[config.mk]
export PLATFORM = sky130hd
export DESIGN_NAME = dtmf_pair_detector
export DESIGN_NICKNAME = d
export VERILOG_FILES = /design/src/rtl/dtmf_pkg.sv /design/src/rtl/dtmf_code_map.sv /design/src/rtl/dtmf_period_meter.sv /design/src/rtl/dtmf_pair_detector.sv
export SDC_FILE = /design/constraint.sdc
export NUM_CORES = 1
export LEC_CHECK = 0
export BUFFER_PORTS_ARGS = -buffer_cell sky130_fd_sc_hd__buf_2
export CORE_MARGIN = 2
export CORE_UTILIZATION = 45
export DETAILED_ROUTE_END_ITERATION = 7
export PLACE_DENSITY_LB_ADDON = 0.1
export RECOVER_POWER = 100
export SLEW_MARGIN = 20
export SYNTH_ARGS = -nofsm -noshare
export SYNTH_HDL_FRONTEND = slang
export SYNTH_HIERARCHICAL = 1
export SYNTH_SLANG_ARGS = --single-unit
[constraint.sdc]
create_clock -name clk -period 2.3 [get_ports clk]
set_clock_uncertainty 0.15 [all_clocks]
set_input_delay 0.575 -clock clk [delete_from_list [all_inputs] [get_ports clk]]
set_output_delay 0.575 -clock clk [all_outputs]
set_load 0.05 [all_outputs]
[src/rtl/dtmf_pkg.sv]
`timescale 1ns/1ps
package dtmf_pkg;

  // nominal tone of a group: group 0 = rows, group 1 = columns
  function automatic int tone_hz(input int group, input int idx);
    int f;
    f = 0;
    if (group == 0) begin
      case (idx)
        0: f = 697;
        1: f = 770;
        2: f = 852;
        default: f = 941;
      endcase
    end else begin
      case (idx)
        0: f = 1209;
        1: f = 1336;
        2: f = 1477;
        default: f = 1633;
      endcase
    end
    return f;
  endfunction

  // shortest accepted period (tone fast by tol per mille)
  function automatic int per_lo(input longint clk_hz, input int f, input int tol);
    longint num, den;
    num = clk_hz * 1000;
    den = longint'(f) * longint'(1000 + tol);
    return int'(num / den);
  endfunction

  // longest accepted period (tone slow by tol per mille)
  function automatic int per_hi(input longint clk_hz, input int f, input int tol);
    longint num, den;
    num = clk_hz * 1000;
    den = longint'(f) * longint'(1000 - tol);
    return int'(num / den);
  endfunction

  // keypad code for a row/column pair
  function automatic logic [3:0] key_code(input logic [1:0] row, input logic [1:0] col);
    logic [3:0] c;
    if (col == 2'd3)       c = 4'd13 + {2'b00, row};   // letters; D wraps to 0
    else if (row == 2'd3)  c = (col == 2'd0) ? 4'd11 : (col == 2'd1) ? 4'd10 : 4'd12;
    else                   c = 4'(({2'b00, row} * 4'd3) + {2'b00, col} + 4'd1);
    return c;
  endfunction

endpackage

[src/rtl/dtmf_code_map.sv]
`timescale 1ns/1ps
module dtmf_code_map (
  input  logic [1:0] row_i,
  input  logic [1:0] col_i,
  output logic [3:0] code_o
);
  import dtmf_pkg::*;

  always_comb begin
    code_o = key_code(row_i, col_i);
  end

endmodule

[src/rtl/dtmf_period_meter.sv]
`timescale 1ns/1ps
module dtmf_period_meter #(
  parameter int GROUP   = 0,
  parameter int CLK_HZ  = 3579545,
  parameter int TOL_PPT = 25,
  parameter int AGREE_N = 4
) (
  input  logic       clk,
  input  logic       rst_n,
  input  logic       en,
  input  logic       sq_i,
  output logic       tone_ok_o,
  output logic [1:0] tone_idx_o
);
  import dtmf_pkg::*;

  localparam int NTONE = 4;
  localparam int TMO   = per_hi(CLK_HZ, tone_hz(GROUP, 0), TOL_PPT) + 1;
  localparam int CW    = $clog2(TMO + 1);
  localparam int AW    = $clog2(AGREE_N + 1);

  logic [1:0]    sync_q, sync_n;
  logic          sq_q, sq_n;
  logic [CW-1:0] cnt_q, cnt_n;
  logic          armed_q, armed_n;
  logic [AW-1:0] agree_q, agree_n;
  logic [1:0]    idx_q, idx_n;
  logic          ok_q, ok_n;
  logic [NTONE-1:0] hit;
  logic [1:0]    hit_idx;
  logic          rise_c, tmo_c;

  // one acceptance window per nominal tone
  genvar k;
  generate
    for (k = 0; k < NTONE; k++) begin : g_win
      localparam int LO = per_lo(CLK_HZ, tone_hz(GROUP, k), TOL_PPT);
      localparam int HI = per_hi(CLK_HZ, tone_hz(GROUP, k), TOL_PPT);
      assign hit[k] = (cnt_q >= CW'(LO)) && (cnt_q <= CW'(HI));
    end
  endgenerate

  always_comb begin
    hit_idx = 2'd0;
    for (int i = NTONE - 1; i >= 0; i--) begin
      if (hit[i]) hit_idx = 2'(i);
    end
  end

  assign rise_c = sync_q[1] & ~sq_q;
  assign tmo_c  = armed_q && (cnt_q == CW'(TMO));

  always_comb begin
    sync_n  = {sync_q[0], sq_i};
    sq_n    = sync_q[1];
    cnt_n   = cnt_q;
    armed_n = armed_q;
    agree_n = agree_q;
    idx_n   = idx_q;
    ok_n    = ok_q;
    if (!en) begin
      cnt_n   = '0;
      armed_n = 1'b0;
      agree_n = '0;
      ok_n    = 1'b0;
    end else if (rise_c) begin
      cnt_n   = CW'(1);
      armed_n = 1'b1;
      if (armed_q && (|hit)) begin
        if ((agree_q != '0) && (hit_idx == idx_q)) begin
          agree_n = (agree_q == AW'(AGREE_N)) ? agree_q : agree_q + AW'(1);
        end else begin
          agree_n = AW'(1);
        end
        idx_n = hit_idx;
      end else begin
        agree_n = '0;
      end
      ok_n = (agree_n == AW'(AGREE_N));
    end else if (tmo_c) begin
      cnt_n   = '0;
      armed_n = 1'b0;
      agree_n = '0;
      ok_n    = 1'b0;
    end else if (armed_q) begin
      cnt_n = cnt_q + CW'(1);
    end
  end

  always_ff @(posedge clk or negedge rst_n) begin
    if (!rst_n) begin
      sync_q  <= '0;
      sq_q    <= 1'b0;
      cnt_q   <= '0;
      armed_q <= 1'b0;
      agree_q <= '0;
      idx_q   <= '0;
      ok_q    <= 1'b0;
    end else begin
      sync_q  <= sync_n;
      sq_q    <= sq_n;
      cnt_q   <= cnt_n;
      armed_q <= armed_n;
      agree_q <= agree_n;
      idx_q   <= idx_n;
      ok_q    <= ok_n;
    end
  end

  assign tone_ok_o  = ok_q;
  assign tone_idx_o = idx_q;

  // a tone is declared only at a measured edge
  a_r5_ok_at_edge: assert property (@(posedge clk) disable iff (!rst_n)
    $rose(tone_ok_o) |-> $past(rise_c && en));

  // an out-of-window period clears the group
  a_r6_miss_clears: assert property (@(posedge clk) disable iff (!rst_n)
    (en && rise_c && armed_q && !(|hit)) |=> !tone_ok_o);

  // silence beyond the slowest period clears the group
  a_r7_timeout_clears: assert property (@(posedge clk) disable iff (!rst_n)
    (en && tmo_c) |=> !tone_ok_o);

endmodule

[src/rtl/dtmf_pair_detector.sv]
`timescale 1ns/1ps
module dtmf_pair_detector #(
  parameter int CLK_HZ  = 3579545,
  parameter int TOL_PPT = 25,
  parameter int AGREE_N = 4
) (
  input  logic       clk,
  input  logic       rst_n,
  input  logic       row_sq_i,
  input  logic       col_sq_i,
  input  logic       pwdn_i,
  input  logic       inhibit_i,
  output logic       sig_present_o,
  output logic [3:0] code_o
);

  localparam logic [1:0] LETTER_COL = 2'd3;

  logic       run;
  logic       row_ok, col_ok;
  logic [1:0] row_idx, col_idx;
  logic [3:0] pair_code;
  logic       flag_q, flag_n;
  logic [3:0] code_q, code_n;

  assign run = ~pwdn_i;

  dtmf_period_meter #(.GROUP(0), .CLK_HZ(CLK_HZ), .TOL_PPT(TOL_PPT), .AGREE_N(AGREE_N)) u_row (
    .clk(clk), .rst_n(rst_n), .en(run), .sq_i(row_sq_i),
    .tone_ok_o(row_ok), .tone_idx_o(row_idx));

  dtmf_period_meter #(.GROUP(1), .CLK_HZ(CLK_HZ), .TOL_PPT(TOL_PPT), .AGREE_N(AGREE_N)) u_col (
    .clk(clk), .rst_n(rst_n), .en(run), .sq_i(col_sq_i),
    .tone_ok_o(col_ok), .tone_idx_o(col_idx));

  dtmf_code_map u_map (.row_i(row_idx), .col_i(col_idx), .code_o(pair_code));

  always_comb begin
    flag_n = run && row_ok && col_ok && !(inhibit_i && (col_idx == LETTER_COL));
    code_n = flag_n ? pair_code : code_q;
  end

  always_ff @(posedge clk or negedge rst_n) begin
    if (!rst_n) begin
      flag_q <= 1'b0;
      code_q <= 4'd0;
    end else begin
      flag_q <= flag_n;
      code_q <= code_n;
    end
  end

  assign sig_present_o = flag_q;
  assign code_o        = code_q;

  // flag needs both groups
  a_r4_both_groups: assert property (@(posedge clk) disable iff (!rst_n)
    sig_present_o |-> $past(row_ok && col_ok));

  // inhibited letter column never flags
  a_r8_inhibit_letters: assert property (@(posedge clk) disable iff (!rst_n)
    (sig_present_o && $past(inhibit_i)) |-> ($past(col_idx) != LETTER_COL));

  // power-down forces the flag low
  a_r9_pwdn_low: assert property (@(posedge clk) disable iff (!rst_n)
    pwdn_i |=> !sig_present_o);

  // code moves only together with the flag
  a_r11_code_hold: assert property (@(posedge clk) disable iff (!rst_n)
    !$stable(code_o) |-> sig_present_o);

endmodule

# Yosys cells after proc, flatten, opt, wreduce, memory -nomap -nowiden
# Cells that the tools add are included.
# totals
register_bits	50
elab_cells	132
# op_classes
n_addsub	7
mul	1
order_cmp	16
eq_ne	11
mux	46
bitwise_logic	5
reduce_logical	30
# op_table
op	count
2-to-1 mux 13 bit	4
2-to-1 mux 3 bit	17
>= comparator 12 bit, second input constant	4
<= comparator 12 bit, second input constant	4
2-to-1 mux 12 bit	4
>= comparator 13 bit, second input constant	3
<= comparator 13 bit, second input constant	3
logical AND 1 bit	18
2-to-1 mux 2 bit	8
adder 13 x 1 -> 13 bit, second input constant	1
equality test 13 bit, second input constant	1
>= comparator 13 x 12 -> 1 bit, second input constant	1
<= comparator 13 x 12 -> 1 bit, second input constant	1
adder 12 x 1 -> 12 bit, second input constant	1
equality test 12 bit, second input constant	1
equality test 3 bit, second input constant	4
2-to-1 mux 4 bit	3
nonzero test 3 bit	4
2-to-1 mux 1 bit	10
nonzero test 4 bit	2
OR reduction 4 bit	2
adder 3 x 1 -> 3 bit, second input constant	2
AND reduction 3 bit	2
adder 3 x 3 -> 4 bit, first input constant	1
other kinds (10)	15

# Depth between registers and ports, before layout
# Gate-level depths: netlist (run 1).
# depth
word_depth	15
mapped_depth	9
ltp_nobuf	8

# By module
# Netlist (run 1), hierarchy kept.
# modules_own_cells
module	n_inst	cells_each	area_each_um2	seq_area_each_um2
dtmf_period_meter (u_row)	1	197	1649.1	575.6
dtmf_period_meter (u_col)	1	166	1482.7	550.5
dtmf_pair_detector	1	13	224.0	125.1
dtmf_code_map	1	21	192.7	0.0

# Worst setup path before layout (run 1)
# Ideal clock, no wire load.
# synth_timing
path_type	register -> register
start	register u_row.cnt_q[11]
end	register u_row.agree_q[0]
setup_ns	0.126
arrival_ns	2.226
path_slack_ns	-0.202
stages_incl_launch_ff	9
cell_sequence	dfrtp_1 > buf_6 > or4b_1 > or4_1 > o211ai_2 > nand3_2 > o31a_1 > and2_4 > a221o_1
# synth_between
elab_chain_len	14
# synth_rtl
item	line_no	text
from (decl)	dtmf_period_meter.sv:24	logic [CW-1:0] cnt_q, cnt_n;
from (signal assigned)	dtmf_period_meter.sv:102	cnt_q <= cnt_n;
>= comparator 13 x 12 -> 1 bit or <= comparator 13 x 12 -> 1 bit (tied branches)	dtmf_period_meter.sv:39	assign hit[k] = (cnt_q >= CW'(LO)) && (cnt_q <= CW'(HI));
logical AND 1 bit	dtmf_period_meter.sv:39	
2-to-1 mux 2 bit (4 in a row)	dtmf_period_meter.sv:46	if (hit[i]) hit_idx = 2'(i);
equality test 2 bit	dtmf_period_meter.sv:70	if ((agree_q != '0) && (hit_idx == idx_q)) begin
logical AND 1 bit	dtmf_period_meter.sv:70	
2-to-1 mux 3 bit	dtmf_period_meter.sv:70	
2-to-1 mux 3 bit	dtmf_period_meter.sv:69	if (armed_q && (|hit)) begin
2-to-1 mux 3 bit	dtmf_period_meter.sv:66	end else if (rise_c) begin
2-to-1 mux 3 bit	dtmf_period_meter.sv:61	if (!en) begin
2-to-1 mux 3 bit	dtmf_period_meter.sv:66	
2-to-1 mux 3 bit	dtmf_period_meter.sv:61	
to (signal assigned)	dtmf_period_meter.sv:104	agree_q <= agree_n;
to (decl)	dtmf_period_meter.sv:26	logic [AW-1:0] agree_q, agree_n;
# Several ways; a longest one is shown, not always the timed one. The select of a mux whose other input is x is not followed.
# A chain may end at the register's enable or synchronous reset.

# Worst setup path in the final report (run 1)
# Ends and elaborated chain as after synthesis.

==> impl_metrics.tcl, run 1 <==
set metrics [dict create \
    syn_nets 421 \
    met1_usage 0.294 \
    finalMaxSlewViolations 0 \
    violations "negative setup slack" \
    coreArea_mm2 0.00769 \
    hold_buffers 0 \
    vias 3278 \
    io_pins 11 \
    row_count 32 \
    ys.flop_type "dfrtp_1" \
    maxCapViolCount 0 \
    avgSynthCellArea_um2 8.94 \
    max_freq_mhz 393 \
    drtIter0Drc 124 \
    htreeDepth 2 \
    ys_ff_latch 50 \
    hold-worst-slack_ns 0.211 \
    grt_pass1_wl_um 15500 \
    clockBufferDepth 2 \
    cp_max_fo 4 \
    reg2reg_from "u_row/cnt_q[11]" \
    leakagePower_nw 2.09 \
    crit_arrival_ns 2.60 \
    yosys_warnings 6 \
    yosys.cell_types.count 72 \
    setup_ws_ns -0.248 \
    drcViolationCount 0 \
    drive_above_1_share 0.335 \
    holdPathStages 0 \
    relSlewSlack 0.195 \
    grt_overflow_total 0 \
    rr_endpoint "u_row/agree_q[0]" \
    crit_type "reg -> reg" \
    ant_nets 0 \
    grt_pass1_vias 3201 \
    gr-max-usage-layer "met2" \
    rsz0062_at_grt "yes" \
    r2r_cells 7 \
    final_area_mm2 0.00457 \
    cts_tree "built" \
    met3_usage 0.0252 \
    clk_pin_slew_ns 0.11 \
    synthArstFlopShare 1.00 \
    fin_crit_sh 1.11 \
    finalHoldViolCount 0 \
    hold_end "u_col/sync_q[1]" \
    vdd_drop_max_mv 0.249 \
    hp-start "u_col/sync_q[0]" \
    dr.pass1.iters 5 \
    nFillCells 701 \
    startpoint_type "flop" \
    die-area_mm2 0.00861 \
    die_w_um 92.8 \
    initial_core_util 0.462 \
    detailedPlace.worstSlack_ns -0.269 \
    fin_nets 509 \
    period_needed_ns 2.55 \
    mostFrequentLayoutCell "buf_4" \
    worstMarginPinSlew_ns 1.21 \
    yosysSeqAreaShare 0.353 \
    wl_per_cell_um 15.4 \
    antenna_found_initial 0 \
    dp_hpwl_um 6770 \
    diodes 0 \
    clock_sinks 50 \
    reg2reg_slack_ns -0.25 \
    finalSetupViolCount 12 \
    vias_per_cell 5.57 \
    synth-edff-count 0 \
    worstSkewPairLatency_ns 0.31 \
    mostFrequentLayoutCells "buf_4 (82), dfrtp_1 (42), nand2_1 (37)" \
    area_growth_pct 28.7 \
    gp_congestion 0.976 \
    status "finished with violations" \
    syn_area_mm2 0.00355 \
    placedCellCount 571 \
    hold_path.class "reg -> reg" \
    setup.worst_path.end_class "flop" \
    postSynthCellCount 397 \
    grt_use_total 0.223 \
    powerDensity_mw_per_mm2 349 \
    drt-total-wl_um 9070 \
    die_h_um 92.8 \
    grt_max_degree 21 \
    numCtsBuffers 5 \
    instances_no_fill 588 \
    crit_required_ns 2.35 \
    use_met2 0.382 \
    cts_root_buf "clkbuf_8" \
    placed_cell_area_mm2 0.00424 \
    io_buffers 10 \
]
kinds of logic after synthesis:
logic type                 Yosys count  synth area share
AOI/OAI and AO/OA                   94             0.201
xor gates and xnor gates            19            0.0469
adders and majority gates           18            0.0677
buffers and inverters               47            0.0635
DFF                                 50             0.353
muxes                                5            0.0212
and+or+nand+nor                    164             0.248
power by group:
part           switching [mW]  total, mW  internal (mW)  leakage [nW]
clock network           0.320      0.539          0.218        0.0408
registers              0.0135      0.905          0.892         0.657
logic                  0.0889      0.152         0.0630          1.39
total                   0.423       1.60           1.17          2.09
sequential cells by signal, summed over array words and instances (netlist names):
| register | count |
|---|---|
| u_row/cnt_q | 13 |
| u_col/cnt_q | 12 |
| code_o | 4 |
| u_col/agree_q | 3 |
| u_row/agree_q | 3 |
| u_col/sync_q | 2 |
| u_col/tone_idx_o | 2 |
| u_row/sync_q | 2 |
| u_row/tone_idx_o | 2 |
| sig_present_o | 1 |
| u_col/armed_q | 1 |
| u_col/sq_q | 1 |
| u_col/tone_ok_o | 1 |
| u_row/armed_q | 1 |
| u_row/sq_q | 1 |
| u_row/tone_ok_o | 1 |
worst max path at each step:
stage / startpoint / endpoint / depth (start not counted)
after floorplan: u_row/cnt_q[11] / u_row/agree_q[0] / 8
after global placement: u_row/cnt_q[11] / u_row/agree_q[0] / 7
after detailed placement: u_row/cnt_q[0] / u_row/agree_q[1] / 8
after CTS: u_row/cnt_q[11] / u_row/agree_q[0] / 7
after global routing: u_row/cnt_q[11] / u_row/agree_q[1] / 7
final: u_row/cnt_q[11] / u_row/agree_q[0] / 7
worst max-delay path: stages (launching register included):
cell and delay, ns:
dfrtp_1 0.43, or4b_1 0.52, or4_4 0.44, o211ai_4 0.10
nand3_2 0.10, o31a_1 0.25, and2_4 0.18, a221o_1 0.28
per-layer routing:
layer	routed length, µm	vias up	share of wire
met4	202	0	0.022
li1	-	1602	-
met2	4530	75	0.50
met1	4040	1578	0.44
met3	305	23	0.034
met5	0	-	0
layout make-up:
class / instances / area [µm²] / share of cell area
clock buffers: 5 / 68.8 / 0.0151
clock inverters: 3 / 23.8 / 0.00520
inverters: 25 / 93.8 / 0.0205
multi-input cells: 300 / 2240 / 0.491
flip-flops and latches: 50 / 1260 / 0.276
well taps: 102 / 128 / 0.0279
repair buffers: 103 / 748 / 0.164
cells in the mapped netlist (all sizes together) (4+ instances only):
library cell / n / area, µm²
dfrtp: 50 / 1250
nor2: 38 / 143
nand2: 37 / 139
inv: 25 / 93.8
o21ai: 23 / 123
a21oi: 17 / 88.8
buf: 16 / 109
ha: 16 / 200
nand3: 16 / 90.1
or3: 14 / 88.8
nand4: 13 / 111
xor2: 12 / 105
nor3: 10 / 50.1
xnor2: 7 / 61.3
a21o: 6 / 45.0
clkbuf: 6 / 22.5
nand2b: 6 / 37.5
nor2b: 6 / 37.5
and3: 5 / 32.5
mux2: 5 / 75.1
a211oi: 4 / 30.0
o31a: 4 / 35.0
per-stage QoR:
stage / setup TNS [ns] / util / power, mW
after detailed placement: -1.78 / 0.552 / 1.05
after floorplan: -0.507 / - / 0.974
after global routing: -3.02 / 0.594 / 1.68
after global placement: -1.06 / 0.552 / 1.05
after CTS: -0.927 / 0.579 / 1.60
final: -0.978 / 0.594 / 1.60
what timing repair did:
action | CTS | global route
pin swaps | 9 | 16
gates resized for setup | 24 | 32
setup endpoints to repair | 18 | 22
setup buffers | 5 | 4
Power figures use the tool's default switching activity.
==> run 2: changes to the inputs <==
==> constraint.sdc (replaced) <==
create_clock -name clk -period 2.4 [get_ports clk]
set_clock_uncertainty 0.15 [all_clocks]
set_input_delay 0.6 -clock clk [delete_from_list [all_inputs] [get_ports clk]]
set_output_delay 0.6 -clock clk [all_outputs]
set_load 0.05 [all_outputs]
==> run 2 against run 1 <==
The flow still finishes with violations (negative setup slack). Sequential power shrank 4.4%. Hold slack lost 0.00077 ns. Flip-flop and latch count is the same. Count of clock-buffer cells in the layout grew 1. Routed wire length shrank 8.1%. Final area shrank 3.6%. Global-route usage shrank 2.1 points. Combinational power shrank 11%. Critical endpoint unchanged. Critical path depth is the same.
==> impl_metrics.tcl, run 2 (synthesis gave the netlist of run 1 again) <==
set metrics [dict create \
    status "finished with violations" \
    violations "negative setup slack" \
    largest_reg_flops 13 \
    hold-worst-slack_ns 0.211 \
    reg2reg_from "u_row/cnt_q[11]" \
    clock_sinks 50 \
    hold_buffers 0 \
    numCtsBuffers 5 \
    gp_congestion 0.896 \
    instances_no_fill 571 \
    cts_root_buf "clkbuf_8" \
    finalSetupTns_ns -0.784 \
    grt_pass1_wl_um 14000 \
    r2r_cells 7 \
    initial_core_util 0.462 \
    coreArea_mm2 0.00769 \
    hp-start "u_col/sync_q[0]" \
    hold_path.class "reg -> reg" \
    mostFrequentLayoutCells "buf_4 (70), dfrtp_1 (47), nor2_1 (38)" \
    cts_tree "built" \
    vias_per_cell 5.46 \
    crit_arrival_ns 2.59 \
    row_count 32 \
    finalSetupViolCount 13 \
    fin_crit_sh 1.06 \
    detailedPlace.worstSlack_ns -0.147 \
    vdd_drop_max_mv 0.247 \
    clockBufferDepth 2 \
    die-area_mm2 0.00861 \
    dp_hpwl_um 6290 \
    startpoint_type "flop" \
    finalMaxSlewViolations 0 \
    setup.worst_path.end_class "flop" \
    clk_pin_slew_ns 0.09 \
    regMostFlops "u_row/cnt_q" \
    ant_nets 0 \
    mostFrequentLayoutCell "buf_4" \
    worstMarginPinSlew_ns 1.12 \
    diodes 0 \
    antenna_found_initial 0 \
    nFillCells 704 \
    setup_ws_ns -0.148 \
    vias 3115 \
    area_growth_pct 24.2 \
    worstSetupStartpoint "u_row/cnt_q[11]" \
    drtIter0Drc 172 \
    drt-total-wl_um 8340 \
    worstSkewPairLatency_ns 0.30 \
    io_buffers 10 \
    leakagePower_nw 2.01 \
    period_needed_ns 2.55 \
    placedCellCount 557 \
    htreeDepth 2 \
    powerDensity_mw_per_mm2 392 \
    relSlewSlack 0.253 \
    final_util 0.573 \
    die_h_um 92.8 \
    cp_max_fo 5 \
    holdPathStages 0 \
    reg2reg_slack_ns -0.15 \
    finalHoldViolCount 0 \
    die_w_um 92.8 \
    grt_pass1_vias 2888 \
    grt_max_degree 22 \
    io_pins 11 \
    grt_use_total 0.202 \
    crit_type "reg -> reg" \
    fin_nets 492 \
    drcViolationCount 0 \
    rsz0062_at_grt "yes" \
    crit_required_ns 2.44 \
    drive_above_1_share 0.281 \
    wl_per_cell_um 14.6 \
    maxCapViolCount 0 \
    dr.pass1.iters 5 \
    grt_overflow_total 0 \
    max_freq_mhz 392 \
]
==> run 2: report_power, final <==
part	internal [mW]	switching, mW	total, mW
logic	0.0563	0.0783	0.135
clock network	0.445	0.284	0.728
registers	0.854	0.0111	0.865
==> run 2: layout make-up <==
class	instances	area (µm²)	share of cell area
flip-flops and latches	50	1250	0.285
clock inverters	2	60.1	0.0136
repair buffers	86	609	0.138
well taps	102	128	0.0290
inverters	25	93.8	0.0213
clock buffers	6	82.6	0.0187
multi-input cells	300	2180	0.494
==> run 2: worst max-delay path, stage by stage, from the launching register on <==
cell and delay, ns:
dfrtp_1 0.43, or4b_1 0.51, or4_1 0.42, o211ai_2 0.10, nand3_2 0.10, o31a_1 0.27, and2_4 0.19, a221o_1 0.28
==> run 2: worst paths after layout <==
path	to
max	u_row/agree_q[0]
min	u_col/sync_q[1]
max reg2reg	u_row/agree_q[0]
min reg2reg	u_col/sync_q[1]
max in group asynchronous	u_col/cnt_q[3]
min in group asynchronous	u_col/cnt_q[0]
==> run 2: repair_timing <==
item / 4_1_cts / 5_1_grt
pin swaps: 3 / 10
gates resized for setup: 10 / 21
cloned: 0 / 0
setup buffers: 4 / 2
setup endpoints to repair: 8 / 17
==> run 2: per-stage QoR <==
stage               power [mW]  area [µm²]
global placement          1.01        4120
global route              1.81        4410
finish                    1.73        4410
CTS                       1.75        4340
floorplan                0.933        3550
detailed placement        1.01        4120
==> run 2: per-layer routing <==
metal | wire [µm] | up-vias | share of wire | global-route usage
li1 | - | 1563 | - | -
met1 | 4200 | 1491 | 0.50 | 0.300
met2 | 3760 | 48 | 0.45 | 0.310
met3 | 248 | 13 | 0.030 | 0.0285
met4 | 128 | 0 | 0.015 | 0.0490
met5 | 0 | - | 0 | 0
